<file path="src/rtl/acc_alu_pkg.sv">
package acc_alu_pkg;
  typedef enum logic [1:0] {
    DEST_NONE = 2'd0,
    DEST_ACC  = 2'd1,
    DEST_REG  = 2'd2
  } dest_e;

  localparam logic [3:0] GRP_ADDX = 4'h8;
  localparam logic [3:0] GRP_SUB  = 4'h9;
  localparam logic [3:0] GRP_ACC  = 4'hF;

  localparam logic [3:0] FN_CLR_BOTH = 4'h0;
  localparam logic [3:0] FN_CLR_C    = 4'h1;
  localparam logic [3:0] FN_INC      = 4'h2;
  localparam logic [3:0] FN_CPL_C    = 4'h3;
  localparam logic [3:0] FN_CPL_A    = 4'h4;
  localparam logic [3:0] FN_ROL      = 4'h5;
  localparam logic [3:0] FN_ROR      = 4'h6;
  localparam logic [3:0] FN_C2A      = 4'h7;
  localparam logic [3:0] FN_DEC      = 4'h8;
  localparam logic [3:0] FN_SET_C    = 4'hA;
  localparam logic [3:0] FN_DADJ     = 4'hB;
endpackage

</file>
<file path="src/rtl/acc_alu_regop.sv">
module acc_alu_regop #(
  parameter int DATA_W = 8
) (
  input  logic              sub_i,
  input  logic              xor_i,
  input  logic [DATA_W-1:0] a_i,
  input  logic [DATA_W-1:0] r_i,
  input  logic              c_i,
  output logic [DATA_W-1:0] res_o,
  output logic              c_o
);
  localparam int EXT_W = DATA_W + 1;

  logic [EXT_W-1:0] a_ext, r_ext, c_ext, sum, dif;

  assign a_ext = {1'b0, a_i};
  assign r_ext = {1'b0, r_i};
  assign c_ext = {{DATA_W{1'b0}}, c_i};
  assign sum   = a_ext + r_ext + c_ext;
  assign dif   = a_ext - r_ext - c_ext;  // msb is the borrow

  always_comb begin
    if (xor_i) begin
      res_o = a_i ^ r_i;
      c_o   = c_i;
    end else if (sub_i) begin
      res_o = dif[DATA_W-1:0];
      c_o   = dif[DATA_W];
    end else begin
      res_o = sum[DATA_W-1:0];
      c_o   = sum[DATA_W];
    end
  end
endmodule

</file>
<file path="src/rtl/acc_alu_daa.sv">
module acc_alu_daa #(
  parameter int DATA_W = 8
) (
  input  logic [DATA_W-1:0] a_i,
  input  logic              c_i,
  output logic [DATA_W-1:0] res_o,
  output logic              c_o
);
  localparam int NIB_N = DATA_W / 4;

  logic [DATA_W:0] acc;
  logic [DATA_W:0] stp;
  logic [3:0]      nib;
  logic            fix;

  // Nibbles corrected low to high; the top one is also forced by carry in.
  always_comb begin
    acc = {1'b0, a_i};
    stp = '0;
    nib = '0;
    fix = 1'b0;
    for (int i = 0; i < NIB_N; i++) begin
      nib = acc[4*i +: 4];
      fix = (nib > 4'd9) || ((i == NIB_N - 1) && c_i);
      if (fix) begin
        stp = {1'b0, acc[DATA_W-1:0]} + ({{(DATA_W-3){1'b0}}, 4'd6} << (4 * i));
        acc = {acc[DATA_W] | stp[DATA_W], stp[DATA_W-1:0]};
      end
    end
    res_o = acc[DATA_W-1:0];
    c_o   = acc[DATA_W];
  end
endmodule

</file>
<file path="src/rtl/acc_alu_accgrp.sv">
module acc_alu_accgrp
  import acc_alu_pkg::*;
#(
  parameter int DATA_W = 8
) (
  input  logic [3:0]        fn_i,
  input  logic [DATA_W-1:0] a_i,
  input  logic              c_i,
  output logic [DATA_W-1:0] res_o,
  output logic              c_o
);
  localparam int EXT_W = DATA_W + 1;

  logic [DATA_W-1:0] daa_res;
  logic              daa_c;
  logic [EXT_W-1:0]  inc_x, dec_x;

  acc_alu_daa #(.DATA_W(DATA_W)) u_daa (
    .a_i  (a_i),
    .c_i  (c_i),
    .res_o(daa_res),
    .c_o  (daa_c)
  );

  assign inc_x = {1'b0, a_i} + {{DATA_W{1'b0}}, 1'b1};
  assign dec_x = {1'b0, a_i} - {{DATA_W{1'b0}}, 1'b1};

  always_comb begin
    res_o = a_i;
    c_o   = c_i;
    case (fn_i)
      FN_CLR_BOTH: begin res_o = '0; c_o = 1'b0; end
      FN_CLR_C:    c_o = 1'b0;
      FN_INC:      begin res_o = inc_x[DATA_W-1:0]; c_o = inc_x[DATA_W]; end
      FN_CPL_C:    c_o = ~c_i;
      FN_CPL_A:    res_o = ~a_i;
      FN_ROL:      begin res_o = {a_i[DATA_W-2:0], c_i}; c_o = a_i[DATA_W-1]; end
      FN_ROR:      begin res_o = {c_i, a_i[DATA_W-1:1]}; c_o = a_i[0]; end
      FN_C2A:      begin res_o = {{(DATA_W-1){1'b0}}, c_i}; c_o = 1'b0; end
      FN_DEC:      begin res_o = dec_x[DATA_W-1:0]; c_o = dec_x[DATA_W]; end
      FN_SET_C:    c_o = 1'b1;
      FN_DADJ:     begin res_o = daa_res; c_o = daa_c; end
      default:     ;
    endcase
  end
endmodule

</file>
<file path="src/rtl/acc_alu.sv">
module acc_alu
  import acc_alu_pkg::*;
#(
  parameter int DATA_W = 8,
  parameter int IDX_W  = 3
) (
  input  logic              clk_i,
  input  logic              rst_ni,
  input  logic              valid_i,
  input  logic [7:0]        opcode_i,
  input  logic [DATA_W-1:0] acc_i,
  input  logic [DATA_W-1:0] reg_i,
  input  logic              carry_i,
  output logic              valid_o,
  output logic [DATA_W-1:0] result_o,
  output logic [1:0]        dest_o,
  output logic [IDX_W-1:0]  reg_idx_o,
  output logic              carry_o
);
  logic [3:0]        grp, fn;
  logic              is_reg, is_acc;
  logic [DATA_W-1:0] reg_res, acc_res, res_d;
  logic              reg_c, acc_c, c_d;
  dest_e             dest_d;
  logic [IDX_W-1:0]  idx_d;

  assign grp    = opcode_i[7:4];
  assign fn     = opcode_i[3:0];
  assign is_reg = (grp == GRP_ADDX) || (grp == GRP_SUB && !opcode_i[0]);
  assign is_acc = (grp == GRP_ACC);

  acc_alu_regop #(.DATA_W(DATA_W)) u_regop (
    .sub_i(grp == GRP_SUB),
    .xor_i(grp == GRP_ADDX && opcode_i[0]),
    .a_i  (acc_i),
    .r_i  (reg_i),
    .c_i  (carry_i),
    .res_o(reg_res),
    .c_o  (reg_c)
  );

  acc_alu_accgrp #(.DATA_W(DATA_W)) u_accgrp (
    .fn_i (fn),
    .a_i  (acc_i),
    .c_i  (carry_i),
    .res_o(acc_res),
    .c_o  (acc_c)
  );

  always_comb begin
    dest_d = DEST_NONE;
    res_d  = '0;
    c_d    = carry_i;
    idx_d  = '0;
    if (is_reg) begin
      dest_d = DEST_REG;
      res_d  = reg_res;
      c_d    = reg_c;
      idx_d  = opcode_i[IDX_W:1];
    end else if (is_acc) begin
      dest_d = DEST_ACC;
      res_d  = acc_res;
      c_d    = acc_c;
    end
  end

  always_ff @(posedge clk_i or negedge rst_ni) begin
    if (!rst_ni) begin
      valid_o   <= 1'b0;
      result_o  <= '0;
      dest_o    <= DEST_NONE;
      reg_idx_o <= '0;
      carry_o   <= 1'b0;
    end else begin
      valid_o <= valid_i;
      if (valid_i) begin
        result_o  <= res_d;
        dest_o    <= dest_d;
        reg_idx_o <= idx_d;
        carry_o   <= c_d;
      end
    end
  end
endmodule

</file>
<file path="config.mk">
export PLATFORM = sky130hd
export DESIGN_NAME = acc_alu
export DESIGN_NICKNAME = d
export VERILOG_FILES = /design/src/rtl/acc_alu_pkg.sv /design/src/rtl/acc_alu_regop.sv /design/src/rtl/acc_alu_daa.sv /design/src/rtl/acc_alu_accgrp.sv /design/src/rtl/acc_alu.sv
export SDC_FILE = /design/constraint.sdc
export NUM_CORES = 1
export LEC_CHECK = 0
export BUFFER_PORTS_ARGS = -buffer_cell sky130_fd_sc_hd__buf_4
export CORE_MARGIN = 2
export CORE_UTILIZATION = 30
export DETAILED_ROUTE_END_ITERATION = 12
export GPL_ROUTABILITY_DRIVEN = 0
export PLACE_DENSITY = 0.44
export SYNTH_ARGS = -nofsm -noshare
export SYNTH_HDL_FRONTEND = slang
export SYNTH_HIERARCHICAL = 1
export SYNTH_SLANG_ARGS = --single-unit
</file>
<file path="constraint.sdc">
create_clock -name clk_i -period 1.3 [get_ports clk_i]
set_input_delay 0 -clock clk_i [delete_from_list [all_inputs] [get_ports clk_i]]
set_output_delay 0 -clock clk_i [all_outputs]
set_load 0.05 [all_outputs]
</file>
==> results.sh, run 1 <==
export IMPL_fmax_mhz=529
export IMPL_fin_skew_ps=0
export IMPL_clock_path_buffers=2
export IMPL_switchingPower_mw=1.20
export IMPL_pwr_share_seq_pct=18.3
export IMPL_synth_enable_flop_cells=0
export IMPL_final_core_util_pct=49.1
export IMPL_grt_overflow_total=0
export IMPL_synth_xor_area_share_pct=3.16
export IMPL_drtIter0Drc=124
export IMPL_clk_root_buffer_cell="clkbuf_8"
export IMPL_slew_headroom_pct=73.1
export IMPL_nFillCells=1025
export IMPL_p_int_mw=1.65
export IMPL_grt_pass1_vias=3511
export IMPL_yosys_area_share_adder_pct=13.3
export IMPL_die_area_um2=11000
export IMPL_ir_worst_vdd_v=0.000358
export IMPL_start_util_pct=31.1
export IMPL_synth_seq_cells=15
export IMPL_path_clk_slew_ps=70
export IMPL_ys_seq_area_share_pct=12.3
export IMPL_worstMarginPinSlew_ps=399
export IMPL_final_max_slew_violation_count=0
export IMPL_p_comb_share_pct=68.2
export IMPL_crit_type="in2reg"
export IMPL_power_density_nw_per_um2=591
export IMPL_ys_flop_type="dfrtp_1"
export IMPL_rows=36
export IMPL_dp_hpwl_mm=8.72
export IMPL_drv_cap=0
export IMPL_p_leak_nw=2.12
export IMPL_worstPathArrival_ps=2020
export IMPL_via_per_inst=5.20
export IMPL_hold_depth=1
export IMPL_port_buffers=42
export IMPL_period_needed_ps=1890
export IMPL_grt_pass1_wl_mm=17.9
export IMPL_switching_share_pct=42.2
export IMPL_drive_above_1_share_pct=45.2
export IMPL_grt_setup_unrepaired="yes"
export IMPL_hold_path_class="in2reg"
export IMPL_synthSimpleGateAreaFrac_pct=25.2
export IMPL_syn_area_um2=3050
export IMPL_synthDistinctLibCells=75
export IMPL_worst_slack_ps=-591
export IMPL_required_ps=1420
export IMPL_htree_levels=1
export IMPL_ff_latch_area_um2=375
export IMPL_synth_warnings=6
export IMPL_start_kind="input pin"
export IMPL_p_total_mw=2.85
export IMPL_multi_input_area_um2=2700
export IMPL_violations="negative setup slack"
export IMPL_ant_nets=0
export IMPL_syn_area_per_cell_um2=7.32
export IMPL_routedWlPerCell_um=16.0
export IMPL_cp_end_kind="register"
export IMPL_dr_pass1_iters=6
export IMPL_clk_latency_ps=250
export IMPL_die_h_um=105
export IMPL_outcome="finished, violations left"
export IMPL_vias=3554
export IMPL_area_growth_pct=57.9
export IMPL_hold_viol=0
export IMPL_coreArea_um2=9820
export IMPL_async_reset_ff_share_pct=100
export IMPL_die_w_um=105
export IMPL_remaining_drc_errors=0
export IMPL_antenna_found_initial=0
export IMPL_p_clk_share_pct=13.5
export IMPL_synth_compound_area_share_pct=32.2
export IMPL_wl_mm=10.9
export IMPL_diodes=0
export IMPL_reg2reg_depth=3
export IMPL_synth_net_count=475
export IMPL_synth_mux_area_share_pct=3.20
export IMPL_period_share_pct=145
export IMPL_synthCells=417
export IMPL_cts_sinks=15
export IMPL_finalSetupViolCount=9
export IMPL_grt_max_degree=30
export IMPL_grt_total_usage_pct=19.9
export IMPL_crit_fanout=3
export IMPL_cts_buffers=3
export IMPL_cts_tree="yes"
export IMPL_synth_top_family_by_area="compound AO/OA/AOI/OAI gates"
export IMPL_ios=43
export IMPL_layout_nets=610
==> worst paths after layout <==
kind | slack [ps] | to | from
min | 20 | valid_o$_DFF_PN0_ | valid_i
max reg2reg | 290 | carry_o$_DFFE_PN0P_ | carry_o$_DFFE_PN0P_
min reg2reg | 510 | dest_o[0]$_DFFE_PN0P_ | dest_o[0]$_DFFE_PN0P_
min in group asynchronous | 140 | dest_o[1]$_DFFE_PN0P_ | rst_ni
max in group asynchronous | 980 | result_o[4]$_DFFE_PN0P_ | rst_ni
max | -590 | result_o[7]$_DFFE_PN0P_ | acc_i[1]
==> cells in the mapped netlist (5+ instances only) <==
library cell	number	area share, %
o22ai_1	7	1.4
nand2_1	36	4.4
nor3_1	5	0.82
o21ai_0	23	3.8
a221oi_1	6	1.7
dfrtp_1	15	12
a21oi_1	38	6.2
clkbuf_1	8	0.98
buf_2	12	2.0
o211ai_1	8	2.0
mux2i_1	6	2.0
ha_1	26	11
or3_1	5	1.0
a32oi_1	10	2.9
nor2_1	43	5.3
nor2b_1	8	1.6
inv_1	40	4.9
nand3_1	10	1.6
xnor2_1	8	2.3
nand2b_1	7	1.4
==> stage by stage <==
stage	area [um2]	setup TNS (ps)	hold slack, ps	setup WS (ps)	cells
2_1_floorplan	3290	-3490	-296	-689	417
3_3_place_gp	4500	-7120	-135	-957	677
3_5_place_dp	4500	-7180	-134	-996	677
4_1_cts	4770	-3850	30.9	-591	683
5_1_grt	4820	-4530	27.6	-671	684
6_report	4820	-3660	24.0	-591	684
==> power by group through the flow <==
| stage | Combinational [mW] | Sequential (mW) | Clock [mW] |
|---|---|---|---|
| after floorplan | 0.931 | 0.646 | 0 |
| after global placement | 1.78 | 0.530 | 0 |
| after detailed placement | 1.78 | 0.530 | 0 |
| after CTS | 1.91 | 0.522 | 0.389 |
| after global routing | 2.11 | 0.526 | 0.418 |
| final | 1.94 | 0.522 | 0.385 |
==> what timing repair did <==
| item | CTS | global route |
|---|---|---|
| pin swaps | 40 | 23 |
| endpoints found under the hold margin | 15 | 0 |
| hold buffers | 1 | 0 |
| setup buffers | 1 | 1 |
| resized for setup | 45 | 10 |
| setup endpoints to repair | 9 | 9 |
==> flip-flops by register name, summed over array words and instances (netlist names) <==
signal,cells
dest_o,2
carry_o,1
result_o,8
valid_o,1
reg_idx_o,3
==> area by class of cell <==
class,count,area share (%)
clock buffer,3,0.856
clock inverter,1,0.104
sequential,15,7.79
inverter,41,4.02
tap,133,3.45
multi-input combinational,331,55.9
timing repair buffer,160,27.9
==> cells by family (layout without fill, tap and decap cells) <==
| family | count (synthesis) | count (layout) |
|---|---|---|
| multiplexers | 9 | 9 |
| flip-flops | 15 | 15 |
| buffers and inverters | 71 | 205 |
| AND/OR/NAND/NOR | 143 | 143 |
| AO/OA/AOI/OAI | 138 | 138 |
| XOR/XNOR | 11 | 11 |
| adder cells (fa/ha/maj) | 30 | 30 |
==> cells in the final DEF (no fill, tap or decap), drive strengths merged, types with 6 or more instances in the layout <==
master    n
buf     159
nor2     44
inv      41
a21oi    38
nand2    36
o21ai    26
ha       26
dfrtp    15
o211ai   11
a32oi    10
nand3    10
nor2b     8
nand2b    8
xnor2     8
a221oi    7
o22ai     7
mux2i     6
==> critical path, stage by stage <==
cell and delay (ps):
buf_12 100, inv_12 30, ha_4 140, or3_4 360, and2_4 160, ha_4 160
buf_6 100, mux2i_1 120, mux2_4 160, o21ai_2 50, nand2_1 80, o21ai_2 60
a21oi_2 170, o211ai_1 100, a32oi_1 150, a21oi_1 80
==> layer usage <==
layer  up-vias  track usage, %  routed length (um)
li1       1788               -                   -
met1      1687            28.7                5260
met2        71            32.8                5270
met3         8            1.31                 312
met4         0            3.71                  93
met5         -               0                   0
No activity file was read; power rests on OpenSTA's default activity.
==> inputs of run 2 (changes only) <==
Settings changed: ABC_AREA set to 1.
==> results.sh, run 2 <==
export IMPL_crit_top_cell="nand2_1"
export IMPL_top_usage_layer="met2"
export IMPL_htree_levels=1
export IMPL_violations="negative setup slack"
export IMPL_clock_path_buffers=2
export IMPL_required_ps=1440
export IMPL_ant_nets=0
export IMPL_p_comb_share_pct=66.2
export IMPL_synth_enable_flop_cells=0
export IMPL_vias=3779
export IMPL_via_per_inst=4.62
export IMPL_outcome="finished, violations left"
export IMPL_yosysMostFrequentCell="nand2_1"
export IMPL_period_needed_ps=1600
export IMPL_drive_above_1_share_pct=37.1
export IMPL_largestRegisters="result_o x8, reg_idx_o x3, dest_o x2"
export IMPL_synth_net_count=605
export IMPL_port_buffers=42
export IMPL_final_core_util_pct=46.5
export IMPL_dpl_cell_count=806
export IMPL_start_util_pct=30.5
export IMPL_grt_max_degree=16
export IMPL_diodes=0
export IMPL_pwr_share_seq_pct=19.4
export IMPL_period_share_pct=123
export IMPL_crit_fanout=4
export IMPL_synth_seq_cells=15
export IMPL_dr_pass1_iters=6
export IMPL_nFillCells=1145
export IMPL_switching_share_pct=43.6
export IMPL_antenna_found_initial=0
export IMPL_cts_buffers=3
export IMPL_routedWlPerCell_um=12.7
export IMPL_layout_nets=741
export IMPL_die_area_um2=11200
export IMPL_die_h_um=106
export IMPL_worst_slack_ps=-301
export IMPL_ys_seq_area_share_pct=12.0
export IMPL_remaining_drc_errors=0
export IMPL_fin_cells=818
export IMPL_ys_flop_type="dfrtp_1"
export IMPL_worstMarginPinSlew_ps=443
export IMPL_drtIter0Drc=166
export IMPL_path_clk_slew_ps=60
export IMPL_die_w_um=106
export IMPL_grt_setup_unrepaired="yes"
export IMPL_hold_path_class="in2async"
export IMPL_async_reset_ff_share_pct=100
export IMPL_grt_use_met3_pct=0.981
export IMPL_grt_total_usage_pct=19.1
export IMPL_grtUsageMet2_pct=32.5
export IMPL_layout_commonest_cell="nand2_1"
export IMPL_dp_hpwl_mm=8.72
export IMPL_largest_reg_flops=8
export IMPL_syn_area_um2=3120
export IMPL_design_area_um2=4760
export IMPL_worstPathArrival_ps=1740
export IMPL_drv_cap=0
export IMPL_power_density_nw_per_um2=554
export IMPL_rows=37
export IMPL_area_growth_pct=52.3
export IMPL_largest_register="result_o"
export IMPL_placed_area_um2=4450
export IMPL_grt_use_met1_pct=27.1
export IMPL_synth_warnings=6
export IMPL_wl_mm=10.4
export IMPL_ys_top_cells_by_count="169 x nand2_1, 77 x inv_1, 68 x nand3_1, 52 x nor2_1, 26 x ha_1"
export IMPL_ir_worst_vdd_v=0.000318
export IMPL_cts_tree="yes"
export IMPL_synthCells=547
export IMPL_p_int_mw=1.49
export IMPL_p_total_mw=2.63
export IMPL_p_clk_share_pct=14.4
export IMPL_switchingPower_mw=1.15
export IMPL_coreArea_um2=10200
export IMPL_grt_pass1_vias=3652
export IMPL_clk_root_buffer_cell="clkbuf_8"
export IMPL_final_max_slew_violation_count=0
export IMPL_grt_pass1_wl_mm=17.7
export IMPL_grt_overflow_total=0
export IMPL_synth_area_leaders="nand2_1 20%, dfrtp_1 12%, nand3_1 11%"
export IMPL_synthDistinctLibCells=41
export IMPL_p_leak_nw=2.52
export IMPL_ios=43
export IMPL_cts_sinks=15
export IMPL_final_cell_mix="159 x nand2_1, 132 x buf_4, 62 x nand3_1"
export IMPL_critPathSlowestCell="fa_2"
export IMPL_syn_area_per_cell_um2=5.71
export IMPL_yosysTopAreaCell="nand2_1"
export IMPL_path_buf_inv=4
export IMPL_max_stage_delay_ps=590
export IMPL_slew_headroom_pct=70.4
export IMPL_fin_skew_ps=0
export IMPL_cp_cell_sequence="buf_12 > inv_8 > fa_2 > inv_2 > ha_4 > o21ai_4 > nand2_4 > nand2_2 > nand3b_1 > nand3_1 > nand2_1 > nand2_1 > nand2_1 > inv_1 > nand2_2 > nand3_2 > nand2_1"
export IMPL_finalSetupViolCount=7
export IMPL_synth_top_cell_area_share_pct=20.3
export IMPL_fmax_mhz=625
export IMPL_start_kind="input pin"
export IMPL_hold_viol=0
export IMPL_clk_latency_ps=250
export IMPL_cp_top_family="adder cells"
export IMPL_cp_end_kind="register"
export IMPL_crit_type="in2reg"
-- run 2: cell count changes after synthesis, sizes merged, moves of 7 or more --
cell and change:
nand3 +62, a221oi -7, a21oi -22, nor2 +19
xnor2 -7, buf -12, o211ai -8, a32oi -10
clkbuf -7, nor2b -8, nand2b -8, nand2 +149
inv +49
-- run 2: area by class of cell --
cell class	instances	area (um2)	area share, %
clock inverters	1	5.00	0.105
multi-input cells	430	2640	55.4
well taps	136	170	3.58
repair buffers	142	1140	23.9
clock buffers	3	41.3	0.868
inverters	91	395	8.31
flip-flops and latches	15	375	7.89
-- run 2: path summary, 6_finish.rpt --
| kind | from | endpoint | slack (ps) | depth (start not counted) |
|---|---|---|---|---|
| max in group asynchronous | rst_ni | result_o[7]$_DFFE_PN0P_ | 980 | 2 |
| min reg2reg | result_o[2]$_DFFE_PN0P_ | result_o[2]$_DFFE_PN0P_ | 480 | 2 |
| max reg2reg | dest_o[1]$_DFFE_PN0P_ | dest_o[1]$_DFFE_PN0P_ | 640 | 2 |
| max | carry_i | result_o[5]$_DFFE_PN0P_ | -300 | 17 |
| min in group clk_i | opcode_i[1] | reg_idx_o[0]$_DFFE_PN0P_ | 140 | 4 |
| min | rst_ni | result_o[4]$_DFFE_PN0P_ | 140 | 2 |
-- run 2: cell families (layout without fill, tap and decap cells) --
kind of cell | Yosys count | in the layout | share of synthesized area [%]
buf+inv | 102 | 237 | 13.6
fa+ha+maj | 30 | 30 | 13.0
flops | 15 | 15 | 12.0
compound gates | 55 | 55 | 10.0
xor+xnor | 4 | 4 | 1.12
simple gates | 341 | 341 | 50.3
-- run 2: metal layers --
layer  vias up  share of wire [%]
met5         -                  0
met4         0               0.74
met3         8                4.2
met2        84                 47
met1      1682                 48
li1       2005                  -
-- run 2: power by group through the flow --
| stage | sequential (mW) | clock [mW] | combinational (mW) |
|---|---|---|---|
| floorplan | 0.616 | 0 | 0.872 |
| global placement | 0.520 | 0 | 1.62 |
| detailed placement | 0.520 | 0 | 1.63 |
| CTS | 0.511 | 0.388 | 1.71 |
| global route | 0.514 | 0.420 | 1.95 |
| finish | 0.511 | 0.380 | 1.74 |
-- run 2: worst register-to-register path, delay by kind of cell, from the launching register on --
kind | cells | cell delay, ps
flops | 1 | 380
compound gates | 1 | 80
simple gates | 1 | 60
-- run 2: repair_timing --
item / CTS / global route
buffers inserted: 2 / 4
pin swaps: 35 / 31
hold buffers: 2 / 0
hold endpoints to repair: 16 / 0
gates resized for setup: 35 / 19
endpoints found under the setup margin: 9 / 9
-- run 2: metrics by stage --
step | hold WS (ps) | setup TNS (ps) | worst slack (ps)
final | 136 | -1560 | -301
after global routing | 158 | -2740 | -463
after global placement | -132 | -4830 | -690
after floorplan | -296 | -1560 | -324
after detailed placement | -132 | -4850 | -689
after CTS | 138 | -1760 | -326
==> inputs of run 3 (changes only) <==
Settings changed: CORE_ASPECT_RATIO set to 0.8, SLEW_MARGIN set to 25.
==> results.sh, run 3 (synthesis gave the netlist of run 2 again) <==
export IMPL_cp_end_kind="register"
export IMPL_worst_slack_ps=-361
export IMPL_dp_hpwl_mm=8.83
export IMPL_cts_buffers=3
export IMPL_ant_nets=0
export IMPL_r2r_slack_ps=630
export IMPL_grt_overflow_total=0
export IMPL_rows=33
export IMPL_hold_depth=3
export IMPL_drive_above_1_share_pct=37.6
export IMPL_layout_nets=747
export IMPL_met3_length_um=364
export IMPL_cts_sinks=15
export IMPL_largestRegisters="result_o x8, reg_idx_o x3, dest_o x2"
export IMPL_grt_setup_unrepaired="yes"
export IMPL_dr_pass1_iters=5
export IMPL_wl_met1_mm=5.59
export IMPL_grt_total_usage_pct=19.6
export IMPL_antenna_found_initial=0
export IMPL_die_area_um2=11300
export IMPL_highest_layer="met4"
export IMPL_remaining_drc_errors=0
export IMPL_routedWlPerCell_um=12.8
export IMPL_largest_register="result_o"
export IMPL_diodes=0
export IMPL_layout_commonest_cell="nand2_1"
export IMPL_port_buffers=42
export IMPL_drv_cap=0
export IMPL_fin_skew_ps=0
export IMPL_hold_viol=0
export IMPL_final_max_slew_violation_count=0
export IMPL_slew_headroom_pct=69.4
export IMPL_power_density_nw_per_um2=596
export IMPL_dr_wl_met2_mm=4.56
export IMPL_ios=43
export IMPL_clock_path_buffers=2
export IMPL_violations="negative setup slack"
export IMPL_cts_tree="yes"
export IMPL_largest_reg_flops=8
export IMPL_period_needed_ps=1660
export IMPL_path_clk_slew_ps=50
export IMPL_clk_root_buffer_cell="clkbuf_16"
export IMPL_crit_type="in2reg"
export IMPL_ir_worst_vdd_v=0.000436
export IMPL_hold_start="opcode_i[1]"
export IMPL_finalSetupViolCount=9
export IMPL_p_leak_nw=2.56
export IMPL_fmax_mhz=602
export IMPL_htree_levels=1
export IMPL_grt_pass1_vias=3639
export IMPL_outcome="finished, violations left"
export IMPL_area_growth_pct=54.5
export IMPL_grt_pass1_wl_mm=18.0
export IMPL_hold_end="reg_idx_o[0]$_DFFE_PN0P_"
export IMPL_r2r_start="result_o[6]$_DFFE_PN0P_"
export IMPL_start_kind="input pin"
export IMPL_place_ws_ps=-724
export IMPL_period_share_pct=128
export IMPL_grt_max_degree=16
export IMPL_coreArea_um2=10200
export IMPL_timing_hold_ws_ps=50.3
export IMPL_start_util_pct=30.6
export IMPL_clk_latency_ps=250
export IMPL_worstPathArrival_ps=1790
export IMPL_worstMarginPinSlew_ps=459
export IMPL_final_cell_mix="162 x nand2_1, 137 x buf_4, 62 x inv_1"
export IMPL_crit_fanout=4
export IMPL_die_h_um=95.3
export IMPL_via_per_inst=4.65
export IMPL_reg2reg_depth=2
export IMPL_nFillCells=1091
export IMPL_required_ps=1430
export IMPL_hold_path_class="in2reg"
export IMPL_fin_setup_tns_ps=-2110
export IMPL_wl_mm=10.6
export IMPL_vias=3849
export IMPL_rr_endpoint="result_o[6]$_DFFE_PN0P_"
export IMPL_drtIter0Drc=246
export IMPL_die_w_um=118
run 3: cell count changes in the layout (fill, tap and decap cells not counted), sizes merged:
cell | before | now
buf | 140 | 146
clkbuf | 3 | 4
clkinv | 1 | 0
clkinvlp | 1 | 0
inv | 90 | 91
run 3: area by class of cell:
class                           count  area (um2)  share of cell area [%]
Timing Repair Buffer              148        1180                    24.5
Multi-Input combinational cell    430        2620                    54.3
Sequential cell                    15         375                    7.78
Clock buffer                        4        78.8                    1.63
Inverter                           91         392                    8.11
Tap cell                          140         175                    3.63
run 3: how the worst max path moves through the flow:
| stage | depth (start not counted) | from | end | slack, ps |
|---|---|---|---|---|
| finish | 21 | acc_i[2] | result_o[5]$_DFFE_PN0P_ | -360 |
| global placement | 17 | carry_i | result_o[7]$_DFFE_PN0P_ | -680 |
| CTS | 22 | acc_i[2] | result_o[7]$_DFFE_PN0P_ | -330 |
| global route | 21 | acc_i[1] | result_o[5]$_DFFE_PN0P_ | -500 |
| floorplan | 16 | carry_i | result_o[5]$_DFFE_PN0P_ | -320 |
| detailed placement | 21 | acc_i[2] | result_o[7]$_DFFE_PN0P_ | -720 |
run 3: worst max-delay path: stages:
cell,delay [ps]
buf_12,110
inv_12,30
ha_4,150
nor2_4,140
nand3_2,110
nand2_2,90
inv_2,50
buf_4,120
buf_4,120
nand2_1,60
nand2_1,50
nand2_1,60
nand2_1,60
nor2_2,80
nand2_1,60
nor2_1,130
nor2_2,70
nand2_1,60
nand3_1,80
nand3_2,100
nand2_1,50
run 3: repair_timing:
item / CTS / global route
setup endpoints to repair: 9 / 9
resized for setup: 33 / 19
setup buffers: 3 / 4
hold buffers: 2 / 0
pin swaps: 27 / 23
endpoints found under the hold margin: 16 / 0
run 3: metrics by stage:
stage          cells  total power, mW  utilization [%]  instance area [um2]
4_1_cts          824             2.85             46.4                 4730
2_1_floorplan    547             1.49                -                 3350
6_report         828             2.88             47.3                 4830
3_5_place_dp     815             2.16             44.1                 4500
5_1_grt          828             3.12             47.3                 4830
3_3_place_gp     815             2.15             44.1                 4500
run 3: power breakdown:
group | switching, mW | total (mW) | internal, mW | leakage [nW]
clock network | 0.201 | 0.617 | 0.416 | 0.0382
logic | 0.971 | 1.75 | 0.777 | 2.32
registers | 0.0170 | 0.512 | 0.495 | 0.201
total | 1.19 | 2.88 | 1.69 | 2.56
run 3: layer usage:
| metal | up-vias | global-route usage [%] |
|---|---|---|
| li1 | 2022 | - |
| met1 | 1753 | 29.8 |
| met2 | 68 | 30.8 |
| met3 | 6 | 1.50 |
| met4 | 0 | 2.91 |
| met5 | - | 0 |
